File: src/rtl/hrp_pkg.sv
package hrp_pkg;

    localparam int DATA_W = 8;
    localparam int ADDR_W = 2;

    typedef enum logic [2:0] {
        ST_IDLE    = 3'd0,
        ST_CAPTURE = 3'd1,
        ST_WAIT    = 3'd2,
        ST_READY   = 3'd3,
        ST_RELEASE = 3'd4
    } hs_state_e;

    localparam logic [ADDR_W-1:0] REG_STATUS = 2'd0;
    localparam logic [ADDR_W-1:0] REG_ENABLE = 2'd1;
    localparam logic [ADDR_W-1:0] REG_CFG_A  = 2'd2;
    localparam logic [ADDR_W-1:0] REG_CFG_B  = 2'd3;

    typedef struct packed {
        logic              rd;
        logic              dma;
        logic [ADDR_W-1:0] addr;
        logic [DATA_W-1:0] data;
    } host_req_t;

    localparam int REQ_W = $bits(host_req_t);

    function automatic logic irq_pending(input logic [DATA_W-1:0] st,
                                         input logic [DATA_W-1:0] en);
        return |(st & en);
    endfunction

    // clear-by-one, with a new event taking priority over the clear
    function automatic logic [DATA_W-1:0] status_next(input logic [DATA_W-1:0] st,
                                                      input logic [DATA_W-1:0] clr,
                                                      input logic [DATA_W-1:0] set);
        return (st & ~clr) | set;
    endfunction

endpackage

File: src/rtl/hrp_sync.sv
module hrp_sync #(
    parameter int               WIDTH   = 1,
    parameter int               STAGES  = 2,
    parameter logic [WIDTH-1:0] RST_VAL = '0
) (
    input  logic             clk,
    input  logic             rst,
    input  logic [WIDTH-1:0] d,
    output logic [WIDTH-1:0] q
);

    logic [STAGES-1:0][WIDTH-1:0] stg_q;

    always_ff @(posedge clk) begin
        if (rst) begin
            stg_q <= {STAGES{RST_VAL}};
        end else begin
            stg_q <= {stg_q[STAGES-2:0], d};
        end
    end

    assign q = stg_q[STAGES-1];

endmodule

File: src/rtl/hrp_fsm.sv
module hrp_fsm
    import hrp_pkg::*;
(
    input  logic      clk,
    input  logic      rst,
    input  logic      sel_s,
    input  host_req_t req_s,
    input  logic      busy_i,
    output hs_state_e state_o,
    output host_req_t req_q,
    output logic      commit_o
);

    hs_state_e st_q;
    hs_state_e st_d;

    always_comb begin
        st_d = st_q;
        unique case (st_q)
            ST_IDLE:    if (sel_s) st_d = ST_CAPTURE;
            ST_CAPTURE: st_d = sel_s ? ST_WAIT : ST_IDLE;
            ST_WAIT: begin
                if (!sel_s)       st_d = ST_IDLE;
                else if (!busy_i) st_d = ST_READY;
            end
            ST_READY:   if (!sel_s) st_d = ST_RELEASE;
            ST_RELEASE: st_d = ST_IDLE;
            default:    st_d = ST_IDLE;
        endcase
    end

    assign commit_o = (st_q == ST_WAIT) && sel_s && !busy_i;

    always_ff @(posedge clk) begin
        if (rst) begin
            st_q  <= ST_IDLE;
            req_q <= '0;
        end else begin
            st_q <= st_d;
            if (sel_s && (st_q == ST_IDLE || st_q == ST_CAPTURE)) begin
                req_q <= req_s;
            end
        end
    end

    assign state_o = st_q;

endmodule

File: src/rtl/hrp_regs.sv
module hrp_regs
    import hrp_pkg::*;
(
    input  logic              clk,
    input  logic              rst,
    input  logic              commit,
    input  host_req_t         req,
    input  logic [DATA_W-1:0] irq_src_i,
    input  logic [DATA_W-1:0] dma_rdata_i,
    output logic [DATA_W-1:0] rdata_o,
    output logic [DATA_W-1:0] cfg_a_o,
    output logic [DATA_W-1:0] cfg_b_o,
    output logic              irq_n_o,
    output logic              dma_stb_o,
    output logic              dma_we_o,
    output logic [DATA_W-1:0] dma_wdata_o
);

    logic [DATA_W-1:0] stat_q, en_q, cfg_a_q, cfg_b_q, rdata_q, dma_wdata_q;
    logic              irq_n_q, dma_stb_q, dma_we_q;
    logic              host_wr;
    logic [DATA_W-1:0] clr_mask;
    logic [DATA_W-1:0] reg_rd;

    assign host_wr  = commit && !req.rd && !req.dma;
    assign clr_mask = (host_wr && req.addr == REG_STATUS) ? req.data : '0;

    always_comb begin
        unique case (req.addr)
            REG_STATUS: reg_rd = stat_q;
            REG_ENABLE: reg_rd = en_q;
            REG_CFG_A:  reg_rd = cfg_a_q;
            default:    reg_rd = cfg_b_q;
        endcase
    end

    always_ff @(posedge clk) begin
        if (rst) begin
            stat_q      <= '0;
            en_q        <= '0;
            cfg_a_q     <= '0;
            cfg_b_q     <= '0;
            rdata_q     <= '0;
            irq_n_q     <= 1'b1;
            dma_stb_q   <= 1'b0;
            dma_we_q    <= 1'b0;
            dma_wdata_q <= '0;
        end else begin
            stat_q  <= status_next(stat_q, clr_mask, irq_src_i);
            irq_n_q <= !irq_pending(stat_q, en_q);
            if (host_wr && req.addr == REG_ENABLE) en_q    <= req.data;
            if (host_wr && req.addr == REG_CFG_A)  cfg_a_q <= req.data;
            if (host_wr && req.addr == REG_CFG_B)  cfg_b_q <= req.data;
            if (commit) rdata_q <= req.dma ? dma_rdata_i : reg_rd;
            dma_stb_q <= commit && req.dma;
            if (commit && req.dma) begin
                dma_we_q    <= !req.rd;
                dma_wdata_q <= req.data;
            end
        end
    end

    assign rdata_o     = rdata_q;
    assign cfg_a_o     = cfg_a_q;
    assign cfg_b_o     = cfg_b_q;
    assign irq_n_o     = irq_n_q;
    assign dma_stb_o   = dma_stb_q;
    assign dma_we_o    = dma_we_q;
    assign dma_wdata_o = dma_wdata_q;

endmodule

File: src/rtl/host_reg_port.sv
module host_reg_port
    import hrp_pkg::*;
#(
    parameter int SYNC_STAGES = 2
) (
    input  logic              clk,
    input  logic              rst,
    input  logic              hp_sel_n,
    input  logic              hp_rd_wr_n,
    input  logic [ADDR_W-1:0] hp_addr,
    input  logic              hp_dma,
    input  logic [DATA_W-1:0] hp_data_i,
    output logic [DATA_W-1:0] hp_data_o,
    output logic              hp_data_oe,
    output logic              hp_rdy_n_o,
    output logic              hp_rdy_oe,
    output logic              irq_n_o,
    input  logic              busy_i,
    input  logic [DATA_W-1:0] irq_src_i,
    output logic [DATA_W-1:0] cfg_a_o,
    output logic [DATA_W-1:0] cfg_b_o,
    output logic              dma_stb_o,
    output logic              dma_we_o,
    output logic [DATA_W-1:0] dma_wdata_o,
    input  logic [DATA_W-1:0] dma_rdata_i
);

    logic             sel_n_s;
    logic [REQ_W-1:0] req_raw;
    logic [REQ_W-1:0] req_sync;
    host_req_t        req_s;
    host_req_t        req_q;
    hs_state_e        state;
    logic             commit;
    logic [DATA_W-1:0] rdata;

    assign req_raw = {hp_rd_wr_n, hp_dma, hp_addr, hp_data_i};

    hrp_sync #(.WIDTH(1), .STAGES(SYNC_STAGES), .RST_VAL(1'b1)) u_sel_sync (
        .clk (clk),
        .rst (rst),
        .d   (hp_sel_n),
        .q   (sel_n_s)
    );

    hrp_sync #(.WIDTH(REQ_W), .STAGES(SYNC_STAGES), .RST_VAL('0)) u_bus_sync (
        .clk (clk),
        .rst (rst),
        .d   (req_raw),
        .q   (req_sync)
    );

    assign req_s = host_req_t'(req_sync);

    hrp_fsm u_fsm (
        .clk      (clk),
        .rst      (rst),
        .sel_s    (!sel_n_s),
        .req_s    (req_s),
        .busy_i   (busy_i),
        .state_o  (state),
        .req_q    (req_q),
        .commit_o (commit)
    );

    hrp_regs u_regs (
        .clk         (clk),
        .rst         (rst),
        .commit      (commit),
        .req         (req_q),
        .irq_src_i   (irq_src_i),
        .dma_rdata_i (dma_rdata_i),
        .rdata_o     (rdata),
        .cfg_a_o     (cfg_a_o),
        .cfg_b_o     (cfg_b_o),
        .irq_n_o     (irq_n_o),
        .dma_stb_o   (dma_stb_o),
        .dma_we_o    (dma_we_o),
        .dma_wdata_o (dma_wdata_o)
    );

    // pad-side drive: ready is enabled straight from the select pin
    assign hp_rdy_oe  = !hp_sel_n || state == ST_READY || state == ST_RELEASE;
    assign hp_rdy_n_o = (state != ST_READY);
    assign hp_data_oe = (state == ST_READY) && !hp_sel_n && req_q.rd;
    assign hp_data_o  = rdata;

endmodule

File: config.mk
export PLATFORM = sky130hd
export DESIGN_NAME = host_reg_port
export DESIGN_NICKNAME = d
export VERILOG_FILES = /design/src/rtl/hrp_pkg.sv /design/src/rtl/hrp_sync.sv /design/src/rtl/hrp_fsm.sv /design/src/rtl/hrp_regs.sv /design/src/rtl/host_reg_port.sv
export SDC_FILE = /design/constraint.sdc
export NUM_CORES = 1
export LEC_CHECK = 0
export CAP_MARGIN = 20
export CORE_MARGIN = 4
export CORE_UTILIZATION = 30
export DETAILED_ROUTE_END_ITERATION = 8
export HOLD_SLACK_MARGIN = 0.1
export PLACE_DENSITY = 0.5
export SLEW_MARGIN = 5
export SYNTH_ARGS = -nofsm -noshare
export SYNTH_HDL_FRONTEND = slang
export SYNTH_SLANG_ARGS = --single-unit
File: constraint.sdc
create_clock -name clk -period 1.86 [get_ports clk]
set_input_delay 0.186 -clock clk [delete_from_list [all_inputs] [get_ports clk]]
set_output_delay 0.186 -clock clk [all_outputs]
set_load 0.02 [all_outputs]
Word-level counts from Yosys, hierarchy flattened
Index checks and enable logic that the tools add are counted.
{"block": "op_classes", "n_eq_ne": 11, "n_mux": 9, "bitwise": 4, "n_reduce_logical": 25}
{"cell": "8-bit case mux with 3 select lines", "n": 1}
{"cell": "8-bit AND", "n": 2}
{"cell": "8-bit two-way mux", "n": 2}
{"cell": "1-bit logical AND", "n": 12}
{"cell": "3-bit two-way mux", "n": 4}
{"cell": "3-bit case mux with 4 select lines", "n": 1}
{"cell": "8-bit inverter", "n": 1}
{"cell": "8-bit bitwise OR", "n": 1}
{"cell": "8-bit OR reduction", "n": 1}
{"cell": "3-bit by 2-bit == test with 1-bit output (second input constant)", "n": 2}
{"cell": "1-bit logical NOT", "n": 6}
{"cell": "2-bit == test (second input constant)", "n": 2}
{"cell": "3-bit by 1-bit == test with 1-bit output (second input constant)", "n": 1}
{"cell": "3-bit == test (second input constant)", "n": 1}
{"cell": "3-bit logical NOT", "n": 1}
{"cell": "1-bit logical OR", "n": 3}
{"cell": "3-bit by 2-bit inequality test with 1-bit output (second input constant)", "n": 1}
{"cell": "3-bit inequality test (second input constant)", "n": 1}
{"cell": "3-bit AND reduction", "n": 1}
{"cell": "2-bit by 1-bit == test with 1-bit output (second input constant)", "n": 1}
{"cell": "2-bit logical NOT", "n": 1}
{"cell": "2-bit two-way mux", "n": 1}
{"cell": "2-bit by 1-bit inequality test with 1-bit output (second input constant)", "n": 1}
{"cell": "2-bit inequality test (second input constant)", "n": 1}
{"block": "totals", "ff_bits": 92, "in_bits": 32, "out_inout_bits": 38, "wordCells": 67}

Logic depth before layout (Yosys ltp)
{"block": "logic_depth", "ltp_word": 10, "depth_mapped": 5, "ltp_nobuf": 3}

By module
From an unflattened synthesis, not the netlist that was laid out.
{"block": "unflattened", "cells_unflattened": 397, "hier_area_um2": 3813.7}
{"mod": "hrp_regs", "instances": 1, "cells_per_inst": 262, "area_per_inst_um2": 2265.9, "seq_area_each_um2": 1021.0}
{"mod": "hrp_sync (u_bus_sync)", "instances": 1, "cells_per_inst": 62, "area_per_inst_um2": 783.3, "seq_area_each_um2": 480.5}
{"mod": "hrp_fsm", "instances": 1, "cells_per_inst": 64, "area_per_inst_um2": 679.4, "seq_area_each_um2": 300.3}
{"mod": "hrp_sync (u_sel_sync)", "instances": 1, "cells_per_inst": 4, "area_per_inst_um2": 52.6, "seq_area_each_um2": 40.0}
{"mod": "host_reg_port", "instances": 1, "cells_per_inst": 5, "area_per_inst_um2": 32.5, "seq_area_each_um2": 0.0}

Worst setup path after synthesis
No wires, ideal clock.
{"block": "synth_path", "path_type": "reg2out", "startpoint": "reg u_fsm.st_q[2], in the netlist u_fsm.state_o[2]", "endpoint": "out hp_data_oe", "t_arrival_ps": 1310, "required_ps": 1674, "path_slack_ps": 364, "path_stages_with_launch": 3, "n_path_buf": 0, "cell_sequence": "dfxtp_1 > nand3b_1 > nor3b_1"}
{"block": "synth_via", "elab_chain_cells": 3}
{"item": "start: declaration", "line": "hrp_fsm.sv:14", "rtl": "hs_state_e st_q;"}
{"item": "start signal: assignment", "line": "hrp_fsm.sv:39", "rtl": "st_q <= st_d;"}
{"item": "3-bit by 2-bit == test with 1-bit output", "line": "host_reg_port.sv:85", "rtl": "assign hp_data_oe = (state == ST_READY) && !hp_sel_n && req_q.rd;"}
{"item": "1-bit logical AND (2 in series)", "line": "host_reg_port.sv:85"}
{"item": "end: declaration", "line": "host_reg_port.sv:14", "rtl": "output logic hp_data_oe,"}
Every way passes these cells.

Worst setup path after layout
{"block": "layout_path", "startpoint": "reg u_fsm.st_q[1], in the netlist u_fsm.state_o[1]", "endpoint": "out hp_rdy_n_o"}
{"block": "layout_via", "elab_chain_cells": 1}
{"item": "3-bit by 2-bit inequality test with 1-bit output", "line": "host_reg_port.sv:84", "rtl": "assign hp_rdy_n_o = (state != ST_READY);"}
{"item": "end: declaration", "line": "host_reg_port.sv:15", "rtl": "output logic hp_rdy_n_o,"}
Every way passes these cells.

==> summary.txt <==
Outcome: finished clean
Postcts setup bufs: 0
CTS resizes: 2
Reg area: 1840 um2
Req. time, crit path: 1.67 ns
Worst Hold Path Cells: 2
Clock-pin slew on the worst setup and hold paths: 0.06 ns
Largest net degree at the start of global routing: 47
Routability cong.: 0.769
Remaining DRCs: 0
Layout cell share with drive strength beyond 1: 11.9%
Switching portion of total power: 20.4%
DIE AREA: 13700 um2
Avg Cell Area, Syn: 10.3 um2
Vias per inst: 4.61
Area delta synth->final: 32.8%
Die W: 117 um
Ys Warns: 0
Crit path cell chain: nand3b_1, clkdlybuf4s50_1
Fillers: 1146
I/O pin count: 70
Fmax: 581 MHz
P per Cell Area: 872 nW/um2
Final ANT Viol Nets: 0
Seq pwr share: 49.0%
Worst hold start: hp_data_i[4]
CP max stage delay: 0.58 ns
Via Count: 2594
Later-pin clock latency in the skew report: 0.33 ns
Post-synth top area cell: dfxtp_1
Number of global-route vias before repair: 2478
Worst-Margin Slew: 0.715 ns
Cell family with most CP delay: buffers and inverters
Hold buffer count at CTS: 0
RSZ-0062 raised after global routing: false
Mapped Nets: 379
Worst EP arrival: 1.54 ns
Placed cells: 548
Slowest cell on crit path: clkdlybuf4s50_1
Worst r2r dst: u_regs.rdata_o[1]
Initial drt markers: 159
Port Buffer Count: 69
Final count of hold timing violations: 0
CTS tree: done
R2R Setup Slk: 0.17 ns
Setup total negative slack: 0 ns
Compound-Gate Fraction of Synth Area: 10.2%
Synthesis-stage register bit count: 92
First-pass iteration count of the detailed router: 8
DR WL/cell: 14.7 um
Crit end category: output port
Core Region: 11600 um2
Worst vdd ir: 0.436 mV
Slew margin rel.: 52.3%
Reg-to-reg startpoint: u_fsm.req_q[8]
Synthesized cell area: 3580 um2
Worst-path fanout max: 8
Die Height: 117 um
Post-synth top cells: dfxtp_1 (92), nand2b_1 (40), mux2i_1 (33), nand2_1 (26), nor2b_1 (25)
Clk sinks: 92
Initial antenna violation count: 0
Non-filler cells, final: 563
Max-cap violations: 0
Reg2reg path depth: 4
Tcrit/Tclk final: 92.6%
Setup violators final: 0
Fin crit period: 1.72 ns
Deepest clock path buffer count: 2
Leading post-synthesis cells by cell area: dfxtp_1 (51%), mux2i_1 (9.2%), nand2b_1 (7.0%), mux2_2 (5.0%), nor2b_1 (4.4%)
Ys async rst share: 0%
Initial Utilization: 31.0%
Hold Crit Class: input pin to flop
Post-synthesis mux area share: 14.3%
Pins over their slew limit: 0
N_diodes: 0
Post-synth EDFFs: 0
Clock root buffer: clkbuf_16
Htree depth: 3
Row Count: 39
Largest family of logic cells by synthesized area: simple AND/OR/NAND/NOR gates
Hold EP: u_bus_sync.stg_q[4]
Layout net count: 448
Crit path buf inv count: 1
HPWL after DPL: 6060 um
Main flop type after synthesis: dfxtp_1
Simple-gate share of the synthesized area: 20.0%
Synth Area in XOR/XNOR: 0%
Seq/Total Area, Yosys: 51.5%
Clock network power share: 45.7%
Global Route Usage Sum: 12.5%
Combinational Power Share: 5.3%
CTS Buf Count: 9
NetSw: 0.000845 W
Post-synthesis adder-cell area fraction: 0%
Wire length of the first global-routing pass: 13200 um
Internal power: 0.00330 W
Netlist cell types: 35
Post-synth top area share: 51.5%
Skew final: 0.00519 ns
CP Class: flop to output port
Mapped Cells: 347
Wirelength, routed: 8280 um
Cell depth of the worst setup path: 2
Gr ovfl total: 0
Critical Path Source Type: flop
Tot Pwr: 0.00415 W
Top-count cell post-synth: dfxtp_1
Multi-input logic area: 1590 um2
P_leak: 1.82 nW
==> flip-flops by register name, summed over array words and instances, names as in the netlist <==
name / cells
u_bus_sync.q: 12
u_bus_sync.stg_q: 12
u_fsm.req_q: 12
u_regs.cfg_a_o: 8
u_regs.cfg_b_o: 8
u_regs.dma_wdata_o: 8
u_regs.en_q: 8
u_regs.rdata_o: 8
u_regs.stat_q: 8
u_fsm.state_o: 3
u_regs.dma_stb_o: 1
u_regs.dma_we_o: 1
u_regs.irq_n_o: 1
u_sel_sync.q: 1
u_sel_sync.stg_q: 1
==> per-stage QoR <==
step	area, um2	hold slack (ns)	setup WS [ns]	utilization [%]
floorplan	3580	0.293	0.364	-
global placement	4450	0.395	0.191	38.5
detailed placement	4450	0.402	0.134	38.5
CTS	4750	0.386	0.116	41.1
global route	4750	0.392	0.0109	41.1
finish	4750	0.401	0.138	41.1
==> layer usage <==
metal  GRT usage, %  wire length [um]
met1           17.1              4050
met5              0                 0
met2           18.8              3660
met4           6.04               159
met3           2.52               417
==> worst max-delay path by stage <==
stage / start / to / slack [ns]
final: u_fsm.state_o[1] / hp_rdy_n_o / 0.14
after global routing: u_fsm.state_o[1] / hp_data_oe / 0.01
after CTS: u_fsm.state_o[1] / hp_rdy_n_o / 0.12
after detailed placement: busy_i / u_regs.en_q[3] / 0.13
after global placement: busy_i / u_regs.stat_q[3] / 0.19
after floorplan: u_fsm.state_o[2] / hp_data_oe / 0.36
==> layout make-up <==
type,count,area share [%]
Clock inverter,5,1.63
Tap cell,143,3.76
Clock buffer,10,4.82
Inverter,8,0.632
Multi-Input combinational cell,223,33.5
Sequential cell,92,38.7
Timing Repair Buffer,82,16.9
==> cells by family after synthesis <==
logic type,after synthesis
and+or+nand+nor,123
AOI/OAI and AO/OA,51
DFF,92
buffers and inverters,32
muxes,49
==> placed cells by master, fill, tap and decap left out, drive strengths merged, types with 2 or more instances in the layout <==
cell type,count
dfxtp,92
nand2b,40
nand2,26
or2,2
nor2b,25
clkdlybuf4s50,66
nor4,3
nor2,13
nand3,3
dlygate4sd2,2
inv,8
a222oi,8
clkbuf,10
nor3b,3
a211oi,8
a311oi,9
mux2,16
buf,14
clkinv,2
a21oi,20
mux2i,33
bufinv,2
a22oi,4
==> power groups by stage <==
| stage | sequential (W) | clock (W) | combinational (W) |
|---|---|---|---|
| floorplan | 0.00207 | 0 | 0.000114 |
| global placement | 0.00208 | 0 | 0.000221 |
| detailed placement | 0.00208 | 0 | 0.000222 |
| CTS | 0.00203 | 0.00195 | 0.000222 |
| global route | 0.00204 | 0.00203 | 0.000239 |
| finish | 0.00203 | 0.00190 | 0.000218 |
(Power assumes the default switching activity.)
